==> src/rtl/pipe5_pkg.sv <==
// Shared encodings for the five-stage pipeline.
// Assumes a 16-bit instruction word and eight architectural registers.
package pipe5_pkg;
    localparam int INSTR_W = 16;
    localparam int REG_AW  = 3;

    typedef enum logic [3:0] {
        OP_NOP  = 4'd0,
        OP_ADD  = 4'd1,
        OP_SUB  = 4'd2,
        OP_AND  = 4'd3,
        OP_OR   = 4'd4,
        OP_ADDI = 4'd5,
        OP_MUL  = 4'd6,
        OP_DIV  = 4'd7,
        OP_BNZ  = 4'd8,
        OP_LI   = 4'd9
    } op_e;

    typedef struct packed {
        op_e               op;
        logic [REG_AW-1:0] rd;
        logic [REG_AW-1:0] rs1;
        logic [REG_AW-1:0] rs2;
        logic              use1;
        logic              use2;
        logic              wr;
        logic [8:0]        imm;
    } dec_t;
endpackage

==> src/rtl/pipe5_imem.sv <==
// Synchronous instruction store: one write port for loading, one registered read port.
// Assumes the read data register holds its value while no read is issued.
module pipe5_imem #(
    parameter int ADDR_W = 6,
    parameter int WORD_W = 16
) (
    input  logic              clk,
    input  logic              we,
    input  logic [ADDR_W-1:0] waddr,
    input  logic [WORD_W-1:0] wdata,
    input  logic              re,
    input  logic [ADDR_W-1:0] raddr,
    output logic [WORD_W-1:0] rdata
);
    localparam int DEPTH = 1 << ADDR_W;

    logic [WORD_W-1:0] mem [DEPTH];

    // Store words from the load port.
    always_ff @(posedge clk) begin
        if (we) mem[waddr] <= wdata;
    end

    // Registered read, updated only when fetch issues.
    always_ff @(posedge clk) begin
        if (re) rdata <= mem[raddr];
    end
endmodule

==> src/rtl/pipe5_decode.sv <==
// Combinational instruction decoder: splits fields and marks register use.
// Assumes opcodes outside the defined set behave as no-ops.
module pipe5_decode
    import pipe5_pkg::*;
(
    input  logic [INSTR_W-1:0] instr,
    output dec_t               dec
);
    // Field split and per-opcode register usage.
    always_comb begin
        dec      = '0;
        dec.rd   = instr[11:9];
        dec.rs1  = instr[8:6];
        dec.rs2  = instr[5:3];
        dec.imm  = instr[8:0];
        dec.op   = OP_NOP;
        case (instr[15:12])
            4'd1, 4'd2, 4'd3, 4'd4, 4'd6, 4'd7: begin
                dec.op   = op_e'(instr[15:12]);
                dec.use1 = 1'b1;
                dec.use2 = 1'b1;
                dec.wr   = 1'b1;
            end
            4'd5: begin
                dec.op   = OP_ADDI;
                dec.use1 = 1'b1;
                dec.wr   = 1'b1;
            end
            4'd8: begin
                dec.op   = OP_BNZ;
                dec.use1 = 1'b1;
            end
            4'd9: begin
                dec.op   = OP_LI;
                dec.wr   = 1'b1;
            end
            default: dec.op = OP_NOP;
        endcase
    end
endmodule

==> src/rtl/pipe5_regfile.sv <==
// Register file with two combinational read ports and one write port.
// Assumes the write lands at the clock edge that ends the writer's execute cycle.
module pipe5_regfile #(
    parameter int DATA_W = 16,
    parameter int RAW    = 3
) (
    input  logic              clk,
    input  logic              rst_n,
    input  logic [RAW-1:0]    ra1,
    input  logic [RAW-1:0]    ra2,
    output logic [DATA_W-1:0] rd1,
    output logic [DATA_W-1:0] rd2,
    input  logic              we,
    input  logic [RAW-1:0]    wa,
    input  logic [DATA_W-1:0] wd
);
    localparam int NREG = 1 << RAW;

    logic [DATA_W-1:0] regs [NREG];

    // Clear on reset, otherwise accept the retiring result.
    always_ff @(posedge clk) begin
        if (!rst_n) begin
            for (int i = 0; i < NREG; i++) regs[i] <= '0;
        end else if (we) begin
            regs[wa] <= wd;
        end
    end

    assign rd1 = regs[ra1];
    assign rd2 = regs[ra2];
endmodule

==> src/rtl/pipe5_exec.sv <==
// Execute unit: single-cycle ALU plus fixed-latency multiply and divide.
// Assumes operands stay stable in the stage register while busy is high.
module pipe5_exec
    import pipe5_pkg::*;
#(
    parameter int DATA_W  = 16,
    parameter int MUL_CYC = 4,
    parameter int DIV_CYC = 8
) (
    input  logic              clk,
    input  logic              rst_n,
    input  logic              valid,
    input  op_e               op,
    input  logic [DATA_W-1:0] a,
    input  logic [DATA_W-1:0] b,
    input  logic [DATA_W-1:0] imm,
    output logic              busy,
    output logic              taken,
    output logic              div_zero,
    output logic [DATA_W-1:0] result
);
    localparam int MAX_CYC = (DIV_CYC > MUL_CYC) ? DIV_CYC : MUL_CYC;
    localparam int CNT_W   = $clog2(MAX_CYC + 1);

    logic [CNT_W-1:0] cnt;
    logic [CNT_W-1:0] last;
    logic             long_op;

    assign long_op  = valid && (op == OP_MUL || op == OP_DIV);
    assign last     = (op == OP_MUL) ? CNT_W'(MUL_CYC - 1) : CNT_W'(DIV_CYC - 1);
    assign busy     = long_op && (cnt != last);
    assign taken    = valid && (op == OP_BNZ) && (a != '0);
    assign div_zero = (op == OP_DIV) && (b == '0);

    // Count cycles spent on a long operation; idle at zero otherwise.
    always_ff @(posedge clk) begin
        if (!rst_n)    cnt <= '0;
        else if (busy) cnt <= cnt + 1'b1;
        else           cnt <= '0;
    end

    // Result selection per operation.
    always_comb begin
        case (op)
            OP_ADD:  result = a + b;
            OP_SUB:  result = a - b;
            OP_AND:  result = a & b;
            OP_OR:   result = a | b;
            OP_ADDI: result = a + imm;
            OP_MUL:  result = a * b;
            OP_DIV:  result = div_zero ? '1 : a / b;
            OP_LI:   result = imm;
            default: result = '0;
        endcase
    end
endmodule

==> src/rtl/pipe5_core.sv <==
// Five-stage in-order pipeline: fetch, decode, address generation, operand fetch, execute.
// Assumes all hazards are resolved by interlock; there is no forwarding or prediction.
module pipe5_core
    import pipe5_pkg::*;
#(
    parameter int ADDR_W  = 6,
    parameter int DATA_W  = 16,
    parameter int MUL_CYC = 4,
    parameter int DIV_CYC = 8
) (
    input  logic               clk,
    input  logic               rst_n,
    input  logic               imem_we,
    input  logic [ADDR_W-1:0]  imem_waddr,
    input  logic [INSTR_W-1:0] imem_wdata,
    output logic               retire_valid,
    output logic [ADDR_W-1:0]  retire_pc,
    output logic               retire_we,
    output logic [REG_AW-1:0]  retire_rd,
    output logic [DATA_W-1:0]  retire_data,
    output logic               div_zero_flag
);
    logic [ADDR_W-1:0]  pc;
    logic [INSTR_W-1:0] fd_instr;
    logic               fd_valid, da_valid, ao_valid, ox_valid;
    logic [ADDR_W-1:0]  fd_pc, da_pc, ao_pc, ox_pc;
    dec_t               fd_dec, da_dec, ao_dec;
    logic [DATA_W-1:0]  ao_imm, ox_imm, ox_a, ox_b;
    logic [ADDR_W-1:0]  ao_target, ox_target;
    op_e                ox_op;
    logic [REG_AW-1:0]  ox_rd;
    logic               ox_wr;

    logic               x_busy, x_taken, x_div0, x_done;
    logic [DATA_W-1:0]  x_result, rf_a, rf_b;
    logic               hazard, stall, branch_hold, fetch_issue;
    logic signed [5:0]  off6;

    assign off6        = $signed(da_dec.imm[5:0]);
    assign x_done      = ox_valid && !x_busy;
    assign hazard      = ao_valid && ox_valid && ox_wr &&
                         ((ao_dec.use1 && ao_dec.rs1 == ox_rd) ||
                          (ao_dec.use2 && ao_dec.rs2 == ox_rd));
    assign stall       = x_busy || hazard;
    assign branch_hold = (fd_valid && fd_dec.op == OP_BNZ) || (da_valid && da_dec.op == OP_BNZ) ||
                         (ao_valid && ao_dec.op == OP_BNZ) || (ox_valid && ox_op == OP_BNZ);
    assign fetch_issue = !stall && !branch_hold;

    pipe5_imem #(.ADDR_W(ADDR_W), .WORD_W(INSTR_W)) u_imem (
        .clk(clk), .we(imem_we), .waddr(imem_waddr), .wdata(imem_wdata),
        .re(fetch_issue), .raddr(pc), .rdata(fd_instr)
    );

    pipe5_decode u_decode (.instr(fd_instr), .dec(fd_dec));

    pipe5_regfile #(.DATA_W(DATA_W), .RAW(REG_AW)) u_rf (
        .clk(clk), .rst_n(rst_n), .ra1(ao_dec.rs1), .ra2(ao_dec.rs2),
        .rd1(rf_a), .rd2(rf_b), .we(x_done && ox_wr), .wa(ox_rd), .wd(x_result)
    );

    pipe5_exec #(.DATA_W(DATA_W), .MUL_CYC(MUL_CYC), .DIV_CYC(DIV_CYC)) u_exec (
        .clk(clk), .rst_n(rst_n), .valid(ox_valid), .op(ox_op), .a(ox_a), .b(ox_b),
        .imm(ox_imm), .busy(x_busy), .taken(x_taken), .div_zero(x_div0), .result(x_result)
    );

    // Fetch address: redirect on a taken branch, otherwise step when fetch issues.
    always_ff @(posedge clk) begin
        if (!rst_n)                 pc <= '0;
        else if (x_done && x_taken) pc <= ox_target;
        else if (fetch_issue)       pc <= pc + 1'b1;
    end

    // Fetch, decode and address-generation registers advance together unless stalled.
    always_ff @(posedge clk) begin
        if (!rst_n) begin
            fd_valid <= 1'b0;
            da_valid <= 1'b0;
            ao_valid <= 1'b0;
        end else if (!stall) begin
            fd_valid <= fetch_issue;
            da_valid <= fd_valid;
            ao_valid <= da_valid;
        end
    end

    // Payload of the front three stages; held with the valid bits.
    always_ff @(posedge clk) begin
        if (!stall) begin
            fd_pc     <= pc;
            da_pc     <= fd_pc;
            da_dec    <= fd_dec;
            ao_pc     <= da_pc;
            ao_dec    <= da_dec;
            ao_imm    <= (da_dec.op == OP_LI) ? DATA_W'(da_dec.imm) : DATA_W'(off6);
            ao_target <= da_pc + ADDR_W'(off6);
        end
    end

    // Operand fetch into execute; a hazard turns the slot into a bubble.
    always_ff @(posedge clk) begin
        if (!rst_n)       ox_valid <= 1'b0;
        else if (!x_busy) ox_valid <= ao_valid && !hazard;
    end

    // Execute payload; frozen while a long operation is in progress.
    always_ff @(posedge clk) begin
        if (!x_busy) begin
            ox_pc     <= ao_pc;
            ox_op     <= ao_dec.op;
            ox_rd     <= ao_dec.rd;
            ox_wr     <= ao_dec.wr;
            ox_a      <= rf_a;
            ox_b      <= rf_b;
            ox_imm    <= ao_imm;
            ox_target <= ao_target;
        end
    end

    // Sticky divide-by-zero indication.
    always_ff @(posedge clk) begin
        if (!rst_n)                 div_zero_flag <= 1'b0;
        else if (x_done && x_div0)  div_zero_flag <= 1'b1;
    end

    assign retire_valid = x_done;
    assign retire_pc    = ox_pc;
    assign retire_we    = ox_wr;
    assign retire_rd    = ox_rd;
    assign retire_data  = x_result;
endmodule

==> config.mk <==
export PLATFORM = sky130hd
export DESIGN_NAME = pipe5_core
export DESIGN_NICKNAME = d
export VERILOG_FILES = /design/src/rtl/pipe5_pkg.sv /design/src/rtl/pipe5_imem.sv /design/src/rtl/pipe5_decode.sv /design/src/rtl/pipe5_regfile.sv /design/src/rtl/pipe5_exec.sv /design/src/rtl/pipe5_core.sv
export SDC_FILE = /design/constraint.sdc
export NUM_CORES = 2
export LEC_CHECK = 0
export BUFFER_PORTS_ARGS = -buffer_cell sky130_fd_sc_hd__buf_2
export CORE_MARGIN = 3
export CORE_UTILIZATION = 54
export DETAILED_ROUTE_END_ITERATION = 8
export PLACE_DENSITY = 0.75
export SLEW_MARGIN = 20
export SYNTH_ARGS = -nofsm -noshare
export SYNTH_HDL_FRONTEND = slang
export SYNTH_SLANG_ARGS = --single-unit
==> constraint.sdc <==
create_clock -name clk -period 73.9 [get_ports clk]
set_input_delay 7.39 -clock clk [delete_from_list [all_inputs] [get_ports clk]]
set_output_delay 7.39 -clock clk [all_outputs]
set_load 0.02 [all_outputs]
==> results.sh <==
export IMPL_synthTopCellsByArea="edfxtp_1 61%, mux4_2 14%, ha_1 4.2%, fa_1 2.6%, nor2_1 2.1%"
export IMPL_synthTopCellsByCount="1296 x edfxtp_1, 400 x mux4_2, 359 x nor2_1, 235 x nand2_1, 214 x ha_1"
export IMPL_tightest_slew_ns=1.15
export IMPL_setup_viol_count_final=0
export IMPL_rsz0062_at_grt="no"
export IMPL_antenna_found_initial=12
export IMPL_grt_pass1_vias=38100
export IMPL_hold_viol_final=0
export IMPL_hpwlAfterDp_um=101000
export IMPL_clock_path_buffers=3
export IMPL_cap_violations=0
export IMPL_num_vias=37200
export IMPL_grt_pass1_wl_um=250000
export IMPL_post_cts_resized=0
export IMPL_fin_crit_sh_pct=53.4
export IMPL_port_buffers=52
export IMPL_holdWs_ns=0.400
export IMPL_r2r_cells=117
export IMPL_fin_skew_ns=0.0493
export IMPL_yosys_area_top_type="edfxtp_1"
export IMPL_synth_edff_count=1296
export IMPL_fp_dieH_um=349
export IMPL_synth_async_reset_ratio_pct=0
export IMPL_avgRoutedWirePerCell_um=29.1
export IMPL_startpoint_type="register"
export IMPL_cts_made_buffers=130
export IMPL_regToRegEndpoint="u_rf.regs[5][0]$_SDFFCE_PN0P_"
export IMPL_syn_mean_instance_area_um2=16.0
export IMPL_clockRootBuffer="clkbuf_16"
export IMPL_yosysSeqAreaShare_pct=61.9
export IMPL_path_class="reg -> out"
export IMPL_maxClockFrequency_mhz=25.3
export IMPL_syn_to_final_growth_pct=10.9
export IMPL_rows=125
export IMPL_synth_seq_cells=1311
export IMPL_arrival_ns=32.08
export IMPL_cts_setup_buffers=0
export IMPL_place_inst=5485
export IMPL_fin_tns_setup_ns=0
export IMPL_fin_crit_ns=39.47
export IMPL_gr_total_overflow=0
export IMPL_synthFlopType="edfxtp_1"
export IMPL_cts_tree="built"
export IMPL_drt_wl_total_um=167000
export IMPL_grt_usage_pct=27.9
export IMPL_synth_top_area_share_pct=61.4
export IMPL_synthesis_nets=4293
export IMPL_relSlewSlack_pct=23.0
export IMPL_path_clk_slew_ns=0.07
export IMPL_core_area_um2=116000
export IMPL_clk_latency_ns=0.76
export IMPL_ant_nets=0
export IMPL_ys_warnings_count=0
export IMPL_violations="design-rule violations"
export IMPL_grt_max_degree=162
export IMPL_die_w_um=349
export IMPL_cp_common_cell="ha_1"
export IMPL_cts_hold_buf=0
export IMPL_place_congestion=0.998
export IMPL_max_stage_delay_ns=0.66
export IMPL_layout_nets=4414
export IMPL_boundaryPins=53
export IMPL_slew_violations=0
export IMPL_drcViolationCount=22
export IMPL_crit_start="ox_b[12]$_DFFE_PN_"
export IMPL_htreeDepth=4
export IMPL_clock_sinks=1311
export IMPL_hp_class="reg -> reg"
export IMPL_drive_gt1_share_pct=21.0
export IMPL_end_kind="output pin"
export IMPL_status="finished with violations"
export IMPL_crit_required_ns=66.51
export IMPL_netlist_area_um2=63400
export IMPL_crit_slowest_cell="nor3_1"
export IMPL_avgViaCountPerCell=6.50
export IMPL_netlist_instances=3972
export IMPL_dr_pass1_iters=9
export IMPL_path_max_fanout=22
export IMPL_synth_most_common_cell="edfxtp_1"
export IMPL_fin_cells=5724
export IMPL_rrSetupSlack_ns=42.44
export IMPL_start_util_pct=54.5
export IMPL_reg2reg_from="ox_b[12]$_DFFE_PN_"
export IMPL_cp_endpoint="retire_data[0]"
export IMPL_die_area_um2=122000
export IMPL_yosysUniqueCellTypes=88
export IMPL_drtIter0Drc=4204
==> registers in the layout, summed over array words and instances (netlist names), 8 cells and up <==
register / flops
u_rf.regs: 128
da_dec: 19
ox_b: 16
ox_imm: 10
u_imem.mem: 1024
u_imem.rdata: 16
ao_dec: 15
ox_a: 16
ao_imm: 8
==> layout by cell type, fill, tap and decap left out, types with 18 or more instances in the layout <==
| master | count |
|---|---|
| a21o_1 | 40 |
| a21oi_1 | 112 |
| a31oi_1 | 18 |
| and2_1 | 32 |
| and3_1 | 18 |
| buf_2 | 36 |
| buf_4 | 153 |
| clkbuf_1 | 31 |
| clkbuf_16 | 131 |
| clkinv_1 | 23 |
| edfxtp_1 | 1296 |
| fa_1 | 82 |
| ha_1 | 214 |
| inv_1 | 180 |
| mux2_2 | 52 |
| mux4_2 | 400 |
| nand2_1 | 235 |
| nand3_1 | 31 |
| nand4_1 | 26 |
| nor2_1 | 359 |
| nor2b_1 | 21 |
| nor3_1 | 60 |
| o21a_1 | 48 |
| o21ai_0 | 73 |
| or3_1 | 18 |
| xnor2_1 | 85 |
| xor2_1 | 50 |
==> how the worst min path moves through the flow <==
| stage | start | endpoint | slack, ns | cells after the start |
|---|---|---|---|---|
| 2_1_floorplan | da_dec[10]$_DFFE_PP_ | ao_dec[10]$_DFFE_PP_ | 0.40 | 0 |
| 3_3_place_gp | fd_pc[1]$_DFFE_PP_ | da_pc[1]$_DFFE_PP_ | 0.40 | 0 |
| 3_5_place_dp | fd_pc[3]$_DFFE_PP_ | da_pc[3]$_DFFE_PP_ | 0.40 | 0 |
| 4_1_cts | ao_dec[9]$_DFFE_PP_ | retire_we$_DFFE_PN_ | 0.40 | 0 |
| 5_1_grt | fd_pc[1]$_DFFE_PP_ | da_pc[1]$_DFFE_PP_ | 0.41 | 0 |
| 6_report | ao_dec[9]$_DFFE_PP_ | retire_we$_DFFE_PN_ | 0.40 | 0 |
==> logic make-up after synthesis <==
kind of cell / share of synthesized area (%)
AO/OA/AOI/OAI: 5.37
XOR/XNOR: 1.87
adder cells (fa/ha/maj): 6.81
buffers and inverters: 2.28
flip-flops: 61.9
multiplexers: 15.4
AND/OR/NAND/NOR: 6.43
==> critical path, delay by kind of cell (launching register included) <==
family                   cells  cell delay, ns
AO/OA/AOI/OAI               63           16.41
adder cells (fa/ha/maj)     15            4.50
buffers and inverters        6            0.91
flip-flops                   1            0.62
multiplexers                 2            0.90
AND/OR/NAND/NOR             32            7.92
==> area by class of cell <==
type	instances	area, um^2
fill	8358	46100
sequential	1311	39200
multi-input combinational	2276	22800
clock buffer	162	3390
tap	1524	1910
timing repair buffer	191	1370
clock inverter	71	900
inverter	183	687
antenna	6	15.0
==> through the flow <==
step           area [um^2]  utilization (%)  worst slack [ns]
2_1_floorplan        63400                -             39.48
3_3_place_gp         65900             56.7             36.55
3_5_place_dp         65900             56.7             35.64
4_1_cts              70200             60.4             34.70
5_1_grt              70300             60.4             32.16
6_report             70300             60.4             34.43
==> routing by layer <==
layer,global-route usage (%),up-vias,share of wire (%)
li1,-,15800,-
met3,5.08,431,8.3
met1,36.2,19000,37
met2,46.6,2013,50
met4,11.8,8,4.7
met5,0,-,0.032
Power is not shown: default switching activity piles up to over one toggle a cycle in this logic, so the estimate is an artifact.
